--- src/rtl/llchain_dma.sv ---
module llchain_dma #(
  parameter int SZW   = 16,
  parameter int CHUNK = 4
) (
  input  logic        clk,
  input  logic        rst_n,
  input  logic        sw_ptr_wr,
  input  logic [31:0] sw_ptr_val,
  input  logic        sw_en_set,
  input  logic        sw_irq_clr,
  output logic        chan_en,
  output logic        buf_irq,
  output logic        chain_irq,
  output logic        mem_req_valid,
  input  logic        mem_req_ready,
  output logic        mem_req_write,
  output logic [31:0] mem_req_addr,
  output logic [31:0] mem_req_wdata,
  input  logic        mem_rsp_valid,
  input  logic [31:0] mem_rsp_rdata,
  input  logic        src_req,
  input  logic        src_chunk,
  output logic        src_ack,
  input  logic        dst_req,
  output logic        dst_ack
);

  localparam logic [SZW-1:0] CHUNK_SZ = SZW'(CHUNK);
  localparam logic [SZW-1:0] ONE      = SZW'(1);

  typedef enum logic [3:0] {
    S_IDLE, S_FREQ, S_FRSP, S_WAIT, S_RD, S_RRSP, S_WR, S_ACK, S_WB
  } st_t;

  st_t            st;
  logic [31:0]    cur, saddr, daddr, nxt, ctla, ctlb, dbuf;
  logic [SZW-1:0] remain, txn;
  logic [2:0]     idx;
  logic           acc;

  assign acc           = mem_req_valid && mem_req_ready;
  assign chan_en       = (st != S_IDLE);
  assign src_ack       = (st == S_ACK);
  assign dst_ack       = (st == S_ACK);
  assign mem_req_valid = (st == S_FREQ) || (st == S_RD) || (st == S_WR) || (st == S_WB);
  assign mem_req_write = (st == S_WR) || (st == S_WB);
  assign mem_req_wdata = (st == S_WB) ? {1'b1, ctla[30:SZW], remain} : dbuf;

  always_comb begin
    case (st)
      S_FREQ:  mem_req_addr = cur + {27'd0, idx, 2'b00};
      S_RD:    mem_req_addr = saddr;
      S_WR:    mem_req_addr = daddr;
      S_WB:    mem_req_addr = cur + 32'd12;
      default: mem_req_addr = 32'd0;
    endcase
  end

  always_ff @(posedge clk) begin
    if (!rst_n) begin
      st <= S_IDLE;
      cur <= '0; saddr <= '0; daddr <= '0; nxt <= '0;
      ctla <= '0; ctlb <= '0; dbuf <= '0;
      remain <= '0; txn <= '0; idx <= '0;
      buf_irq <= 1'b0;
      chain_irq <= 1'b0;
    end else begin
      chain_irq <= 1'b0;
      if (sw_irq_clr) buf_irq <= 1'b0;
      case (st)
        S_IDLE: begin
          if (sw_ptr_wr) nxt <= sw_ptr_val;
          if (sw_en_set) begin
            cur <= sw_ptr_wr ? sw_ptr_val : nxt;
            idx <= 3'd0;
            st  <= S_FREQ;
          end
        end
        S_FREQ: if (acc) st <= S_FRSP;
        S_FRSP: if (mem_rsp_valid) begin
          case (idx)
            3'd0:    saddr <= mem_rsp_rdata;
            3'd1:    daddr <= mem_rsp_rdata;
            3'd2:    nxt   <= mem_rsp_rdata;
            3'd3:    ctla  <= mem_rsp_rdata;
            default: ctlb  <= mem_rsp_rdata;
          endcase
          if (idx == 3'd4) begin
            remain <= ctla[SZW-1:0];
            st     <= S_WAIT;
          end else begin
            idx <= idx + 3'd1;
            st  <= S_FREQ;
          end
        end
        S_WAIT: begin
          if (remain == '0) st <= S_WB;
          else if (src_req && dst_req) begin
            if (!src_chunk)             txn <= ONE;
            else if (remain > CHUNK_SZ) txn <= CHUNK_SZ;
            else                        txn <= remain;
            st <= S_RD;
          end
        end
        S_RD: if (acc) st <= S_RRSP;
        S_RRSP: if (mem_rsp_valid) begin
          dbuf <= mem_rsp_rdata;
          st   <= S_WR;
        end
        S_WR: if (acc) begin
          if (ctlb[0]) saddr <= saddr + 32'd4;
          if (ctlb[1]) daddr <= daddr + 32'd4;
          remain <= remain - ONE;
          txn    <= txn - ONE;
          st     <= (txn == ONE) ? S_ACK : S_RD;
        end
        S_ACK: st <= S_WAIT;
        S_WB: if (acc) begin
          buf_irq <= 1'b1;
          if (nxt == 32'd0) begin
            chain_irq <= 1'b1;
            st        <= S_IDLE;
          end else begin
            cur <= nxt;
            idx <= 3'd0;
            st  <= S_FREQ;
          end
        end
        default: st <= S_IDLE;
      endcase
    end
  end

  AST_IDLE_QUIET: assert property (@(posedge clk) disable iff (!rst_n)
    !chan_en |-> (!mem_req_valid && !src_ack && !dst_ack));

  AST_REQ_STABLE: assert property (@(posedge clk) disable iff (!rst_n)
    (mem_req_valid && !mem_req_ready) |=> (mem_req_valid && $stable(mem_req_write)
      && $stable(mem_req_addr) && $stable(mem_req_wdata)));

  AST_ACK_SINGLE: assert property (@(posedge clk) disable iff (!rst_n)
    src_ack |=> !src_ack);

  AST_CHAIN_END: assert property (@(posedge clk) disable iff (!rst_n)
    chain_irq |-> (!chan_en && $past(chan_en)));

  AST_IRQ_HOLD: assert property (@(posedge clk) disable iff (!rst_n)
    (buf_irq && !sw_irq_clr) |=> buf_irq);

  AST_WB_SETS: assert property (@(posedge clk) disable iff (!rst_n)
    (st == S_WB && acc) |=> buf_irq);

endmodule

--- config.mk ---
export PLATFORM = sky130hd
export DESIGN_NAME = llchain_dma
export DESIGN_NICKNAME = d
export VERILOG_FILES = /design/src/rtl/llchain_dma.sv
export SDC_FILE = /design/constraint.sdc
export NUM_CORES = 1
export LEC_CHECK = 0
export CORE_ASPECT_RATIO = 0.7
export CORE_MARGIN = 3
export CORE_UTILIZATION = 35
export DETAILED_ROUTE_END_ITERATION = 8
export PLACE_DENSITY = 0.61
export SLEW_MARGIN = 20
export SYNTH_ARGS = -nofsm -noshare
export SYNTH_HDL_FRONTEND = slang
export SYNTH_SLANG_ARGS = --single-unit
--- constraint.sdc ---
create_clock -name clk -period 4 [get_ports clk]
set_input_delay 0.4 -clock clk [delete_from_list [all_inputs] [get_ports clk]]
set_output_delay 0.4 -clock clk [all_outputs]
set_load 0.005 [all_outputs]
After elaboration in Yosys (flattened, before gate mapping)
Cells that the tools add are included.
W data, S select, Z words.

word-level totals
  flip-flop bits (word level) = 234
  bits of input ports = 74
  output and inout bits = 71
  word-level logic and storage cells = 135

cells by class
  $add $sub $neg = 7
  magnitude comparators = 1
  eq/ne operators = 31
  multiplexer cells = 53
  bitwise logic cells = 1
  reductions and logical operators = 29

operators with widths
  operator                 count
  $mux W32                 15
  $pmux W32 S2             4
  $mux W16                 8
  $pmux W32 S4             1
  $add A32 B3 Y32 const B  2
  $pmux W16 S2             2
  $mux W4                  9
  $pmux W4 S9              1
  $add A32 B4 Y32 const B  1
  $add A32 B5 Y32          1
  $logic_not A32 Y1        1
  $sub A16 B1 Y16 const B  2
  $ne A2 B2 Y1 const B     14
  $eq A16 B1 Y1 const B    1
  $eq A4 B3 Y1 const B     4
  $gt A16 B3 Y1 const B    1
  $logic_not A16 Y1        1
  $mux W3                  5
  $reduce_and A3 Y1        4
  $reduce_and A4 Y1        3
  $reduce_and A5 Y1        2
  $pmux W3 S3              1
  $eq A4 B2 Y1 const B     2
  $reduce_and A8 Y1        1
  other kinds (21)         36

Longest topological paths before layout
Gate-level depths: netlist of the first run.

  depth after elaboration = 7
  gate-level depth with buffers = 14
  gate-level depth less buffers = 9

Worst setup path before layout of the first run
Ideal clock, no wire load.

  path type = reg2out
  start point = register st[0]
  end point = output port mem_req_addr[20]
  arrival = 3156 ps
  required time = 3600 ps
  slack = 444 ps
  stages on the path, launching flop included = 15
  buffers on the path = 5
  path through = dfxtp_1 -> clkbuf_1 -> nor4b_1 -> clkbuf_1 -> clkbuf_1 -> clkbuf_1 -> or2_2 -> ha_1 -> fa_1 -> a21oi_1 -> nor2_1 -> clkbuf_1 -> nand4_1 -> xor2_1 -> o21ai_0

between the ends
  word-level cells in the longest chain between the ends = 2
  elaborated cells between the ends (all ways) = 5
  classes of those cells = 4 x eq/ne; 1 x mux

RTL lines
  item                                        line  text
  from (decl)                                 35    st_t st;
  from (signal assigned)                      115   st <= (txn == ONE) ? S_ACK : S_RD;
  $eq A4 B4 Y1, or another cell as far along  50    case (st)
  $pmux W32 S4 *                              50
  to (decl)                                   17    output logic [31:0] mem_req_addr,

Every way passes the cells marked *; elsewhere a longest branch is shown, timed or not.

Worst setup path after layout of the first run
  start point = register st[3]
  end point = output port mem_req_addr[24]

The elaborated chain is that of the path after synthesis.

==> run_results.csv, run 1 <==
group,metric,value,unit
run_status,outcome,"completed",
routing,wire_per_inst,20.8,µm
logic_synthesis,synthesis.area,13800,µm²
worst_setup_path,cp_num_buf_inv,3,
sta,period_share,97.8,%
die,rows,60,
global_route,antenna_found_initial,1,
logic_synthesis,synthCells,1846,
placement,place.port_buffers,144,
logic_synthesis,avgSynthCellArea,7.47,µm²
clock_tree,htreeDepth,1,
sta,slew_violations,0,
power_and_ir_drop,p_leak,5.79,nW
clock_tree,clk_pin_slew,0.07,ns
routing,ant_nets,0,
sta,max_freq,256,MHz
routing,vias_per_cell,5.94,
worst_setup_path,slowest_stage,"clkdlybuf4s50_1",
routing,first_pass_iters,6,
finish,drive_above_1_share,8.52,%
routing,drt_iter0_markers,1359,
routing,drt_wl_total,51.1,mm
worst_setup_path,reg2reg_slack,0.91,ns
finish,nNetsFinal,1994,
logic_synthesis,yosys_most_used_dff,"dfxtp_1",
logic_synthesis,yosys-top-cells-area,"dfxtp_1 (34%), nand2_1 (10%), a21oi_1 (6.2%)",
sta,slew_headroom,28.6,%
routing,route.detailed.drc,0,
worst_setup_path,arrival,3.51,ns
worst_setup_path,crit_path_cell_trace,"nor4b_4 -> buf_4 -> or2_2 -> ha_1 -> fa_1 -> a21oi_2 -> nor2_1 -> buf_4 -> nand3_1 -> xor2_1 -> o21ai_1 -> clkdlybuf4s50_1",
logic_synthesis,ys_types,77,
power_and_ir_drop,irDropWorstVdd,0.000349,V
placement,dpl.hpwl,35.5,mm
die,io_pins,145,
die,dieHeight,172,µm
power_and_ir_drop,p_total,7.35,mW
worst_setup_path,crit_top_cell,"buf_4",
finish,area_delta_synth_final,20.9,%
clock_tree,cts.sinks,234,
global_route,grt_overflow_total,0,
die,core-area,38700,µm²
flow_run,max_cap_viol_count,0,
sta,hold_viol_final,0,
sta,final.min_clock_period,3.91,ns
global_route,grt_max_degree,109,
power_and_ir_drop,p_per_area,441,nW/µm²
min_path,hp-class,"in2reg",
routing,vias,14600,
die,dieArea,41900,µm²
global_route,grt_pass1_wl,78.6,mm
clock_tree,cts_tree,"done",
worst_setup_path,max_stage_delay,0.55,ns
logic_synthesis,synth_area_leader_cell,"dfxtp_1",
global_route,grt_pass1_vias,13500,
worst_setup_path,critical_path_class,"reg2out",
sta,finalClockSkew,0.0173,ns
clock_tree,max-clock-path-buffers,3,
clock_tree,worstSkewPairLatency,0.56,ns
logic_synthesis,ys_seq_elements,234,
worst_setup_path,worst_setup_path_start_kind,"register",
clock_tree,numCtsBuffers,26,
logic_synthesis,ys_warn_count,0,
logic_synthesis,ys_seq_area_share,34.0,%
clock_tree,cts_root_buf,"clkbuf_16",
logic_synthesis,syn_nets,1934,
global_route,gr-usage-all-layers,23.6,%
logic_synthesis,async_reset_ff_share,0,%
sta,grt_setup_unrepaired,"no",
die,die_x,243,µm
sta,tightest_slew,1.07,ns
worst_setup_path,worstSetupEndpointType,"output port",
sta,final-setup-viol-count,0,
worst_setup_path,crit_family,"buffers and inverters",
placement,gp_congestion,0.920,
logic_synthesis,synth_top_area_share,34.0,%
logic_synthesis,synth-edff-count,0,
sta,setup_tns,0,ns
finish,diodes,0,
die,start_util,35.7,%
worst_setup_path,crit_required,3.60,ns
worst_setup_path,path_max_fanout,12,
==> through the flow <==
| stage | instance area [µm²] | utilization (%) | cells | hold WS, ns | worst slack, ns |
|---|---|---|---|---|---|
| floorplan | 13800 | - | 1846 | 0.423 | 0.444 |
| global placement | 15700 | 40.6 | 2404 | 0.435 | 0.572 |
| detailed placement | 15700 | 40.6 | 2404 | 0.443 | 0.504 |
| CTS | 16600 | 43.0 | 2451 | 0.263 | 0.0581 |
| global route | 16700 | 43.1 | 2452 | 0.270 | 0.00205 |
| finish | 16700 | 43.1 | 2452 | 0.280 | 0.0877 |
==> final cells by class <==
cell class	count	area, µm²
clock buffers	39	791
clock inverters	8	148
fillers	3921	22000
inverters	36	138
multi-input cells	1420	8460
flip-flops and latches	234	4690
well taps	527	659
repair buffers	188	1790
==> per-layer routing <==
layer | vias up | part of all wire, % | GRT usage, %
li1 | 6830 | - | -
met4 | 2 | 3.4 | 8.05
met3 | 110 | 8.4 | 4.46
met1 | 6997 | 45 | 33.4
met5 | - | 0.025 | 0
met2 | 619 | 43 | 36.0
==> tightest hold or removal path: cells and delay by family <==
kind | cells | cell delay, ns
buffers and inverters | 1 | 0.22
and+or+nand+nor | 1 | 0.10
muxes | 1 | 0.06
==> layout by cell type (no fill, tap or decap), types with 7 or more instances in the layout <==
cell type	Yosys	routed
a211oi_1	9	9
a21boi_0	7	7
a21oi_1	172	169
a221oi_1	8	8
a22oi_1	35	35
a311oi_1	7	7
a31oi_1	29	29
and2_1	10	10
and3_1	17	17
and4_1	11	11
buf_4	2	43
clkbuf_16	0	27
clkbuf_8	0	7
clkdlybuf4s50_1	0	141
dfxtp_1	234	231
ha_1	13	13
inv_1	35	35
mux2_2	33	33
mux2i_1	75	75
nand2_1	375	375
nand2b_1	7	7
nand3_1	58	57
nand4_1	32	32
nor2_1	91	91
nor3_1	41	41
nor4_1	29	29
o211ai_1	49	49
o21a_1	7	7
o21ai_0	127	123
o221a_2	7	7
o22ai_1	12	11
o31a_1	7	7
o31ai_1	7	7
or2_2	10	9
or3_1	12	12
or4_1	17	17
xnor2_1	12	12
xor2_1	12	12
==> final timing paths <==
kind                            startpoint               end  cells after the start
worst max-delay path                 st[3]  mem_req_addr[24]                     12
worst min-delay path                 rst_n           cur[12]                      3
worst max register to register     nxt[19]           cur[20]                      6
worst min register to register     ctla[4]           ctla[4]                      2
==> registers in the layout, indices dropped and copies added, names as in the netlist <==
register	count
daddr	32
ctlb	2
txn	16
idx	3
saddr	32
chain_irq	1
st	4
ctla	31
remain	16
buf_irq	1
cur	32
dbuf	32
nxt	32
==> power breakdown <==
part / total, mW / switching [mW] / internal [mW]
combinational: 1.84 / 1.12 / 0.718
clock: 2.68 / 1.06 / 1.62
sequential: 2.82 / 0.264 / 2.56
total: 7.35 / 2.45 / 4.90
==> cell usage after synthesis (12+ instances only) <==
cell and number:
a21oi_1 172, nand3_1 58, or4_1 17, buf_2 15, xnor2_1 12, mux2_2 33
dfxtp_1 234, buf_1 17, nand4_1 32, a22oi_1 35, o211ai_1 49, inv_1 35
mux2i_1 75, and3_1 17, xor2_1 12, clkbuf_1 121, nor4_1 29, a31oi_1 29
o22ai_1 12, or3_1 12, nor3_1 41, nand2_1 375, o21ai_0 127, ha_1 13
nor2_1 91
==> cell families after synthesis <==
logic type / Yosys count / synth area share (%)
buffers and inverters: 192 / 5.42
XOR/XNOR: 24 / 1.52
AND/OR/NAND/NOR: 737 / 25.0
multiplexers: 108 / 8.14
adder cells (fa/ha/maj): 14 / 1.32
AO/OA/AOI/OAI: 537 / 24.7
flip-flops: 234 / 34.0
==> repair_timing <==
item / CTS / global route
hold buffers: 0 / 0
pin swaps: 0 / 1
gates resized for setup: 1 / 12
buffers inserted: 0 / 1
endpoints found under the setup margin: 7 / 17
No activity file was read; power rests on OpenSTA's default activity.
==> inputs of run 2 (changes only) <==
- HOLD_SLACK_MARGIN: not set -> 0.05
==> results of run 2 <==
Same layout as run 1: the final DEF is identical, and so are final timing and power.
==> inputs of run 3 (changes only) <==
- CAP_MARGIN: not set -> 20
==> results of run 3 <==
Same layout as run 1: the final DEF is identical, and so are final timing and power.
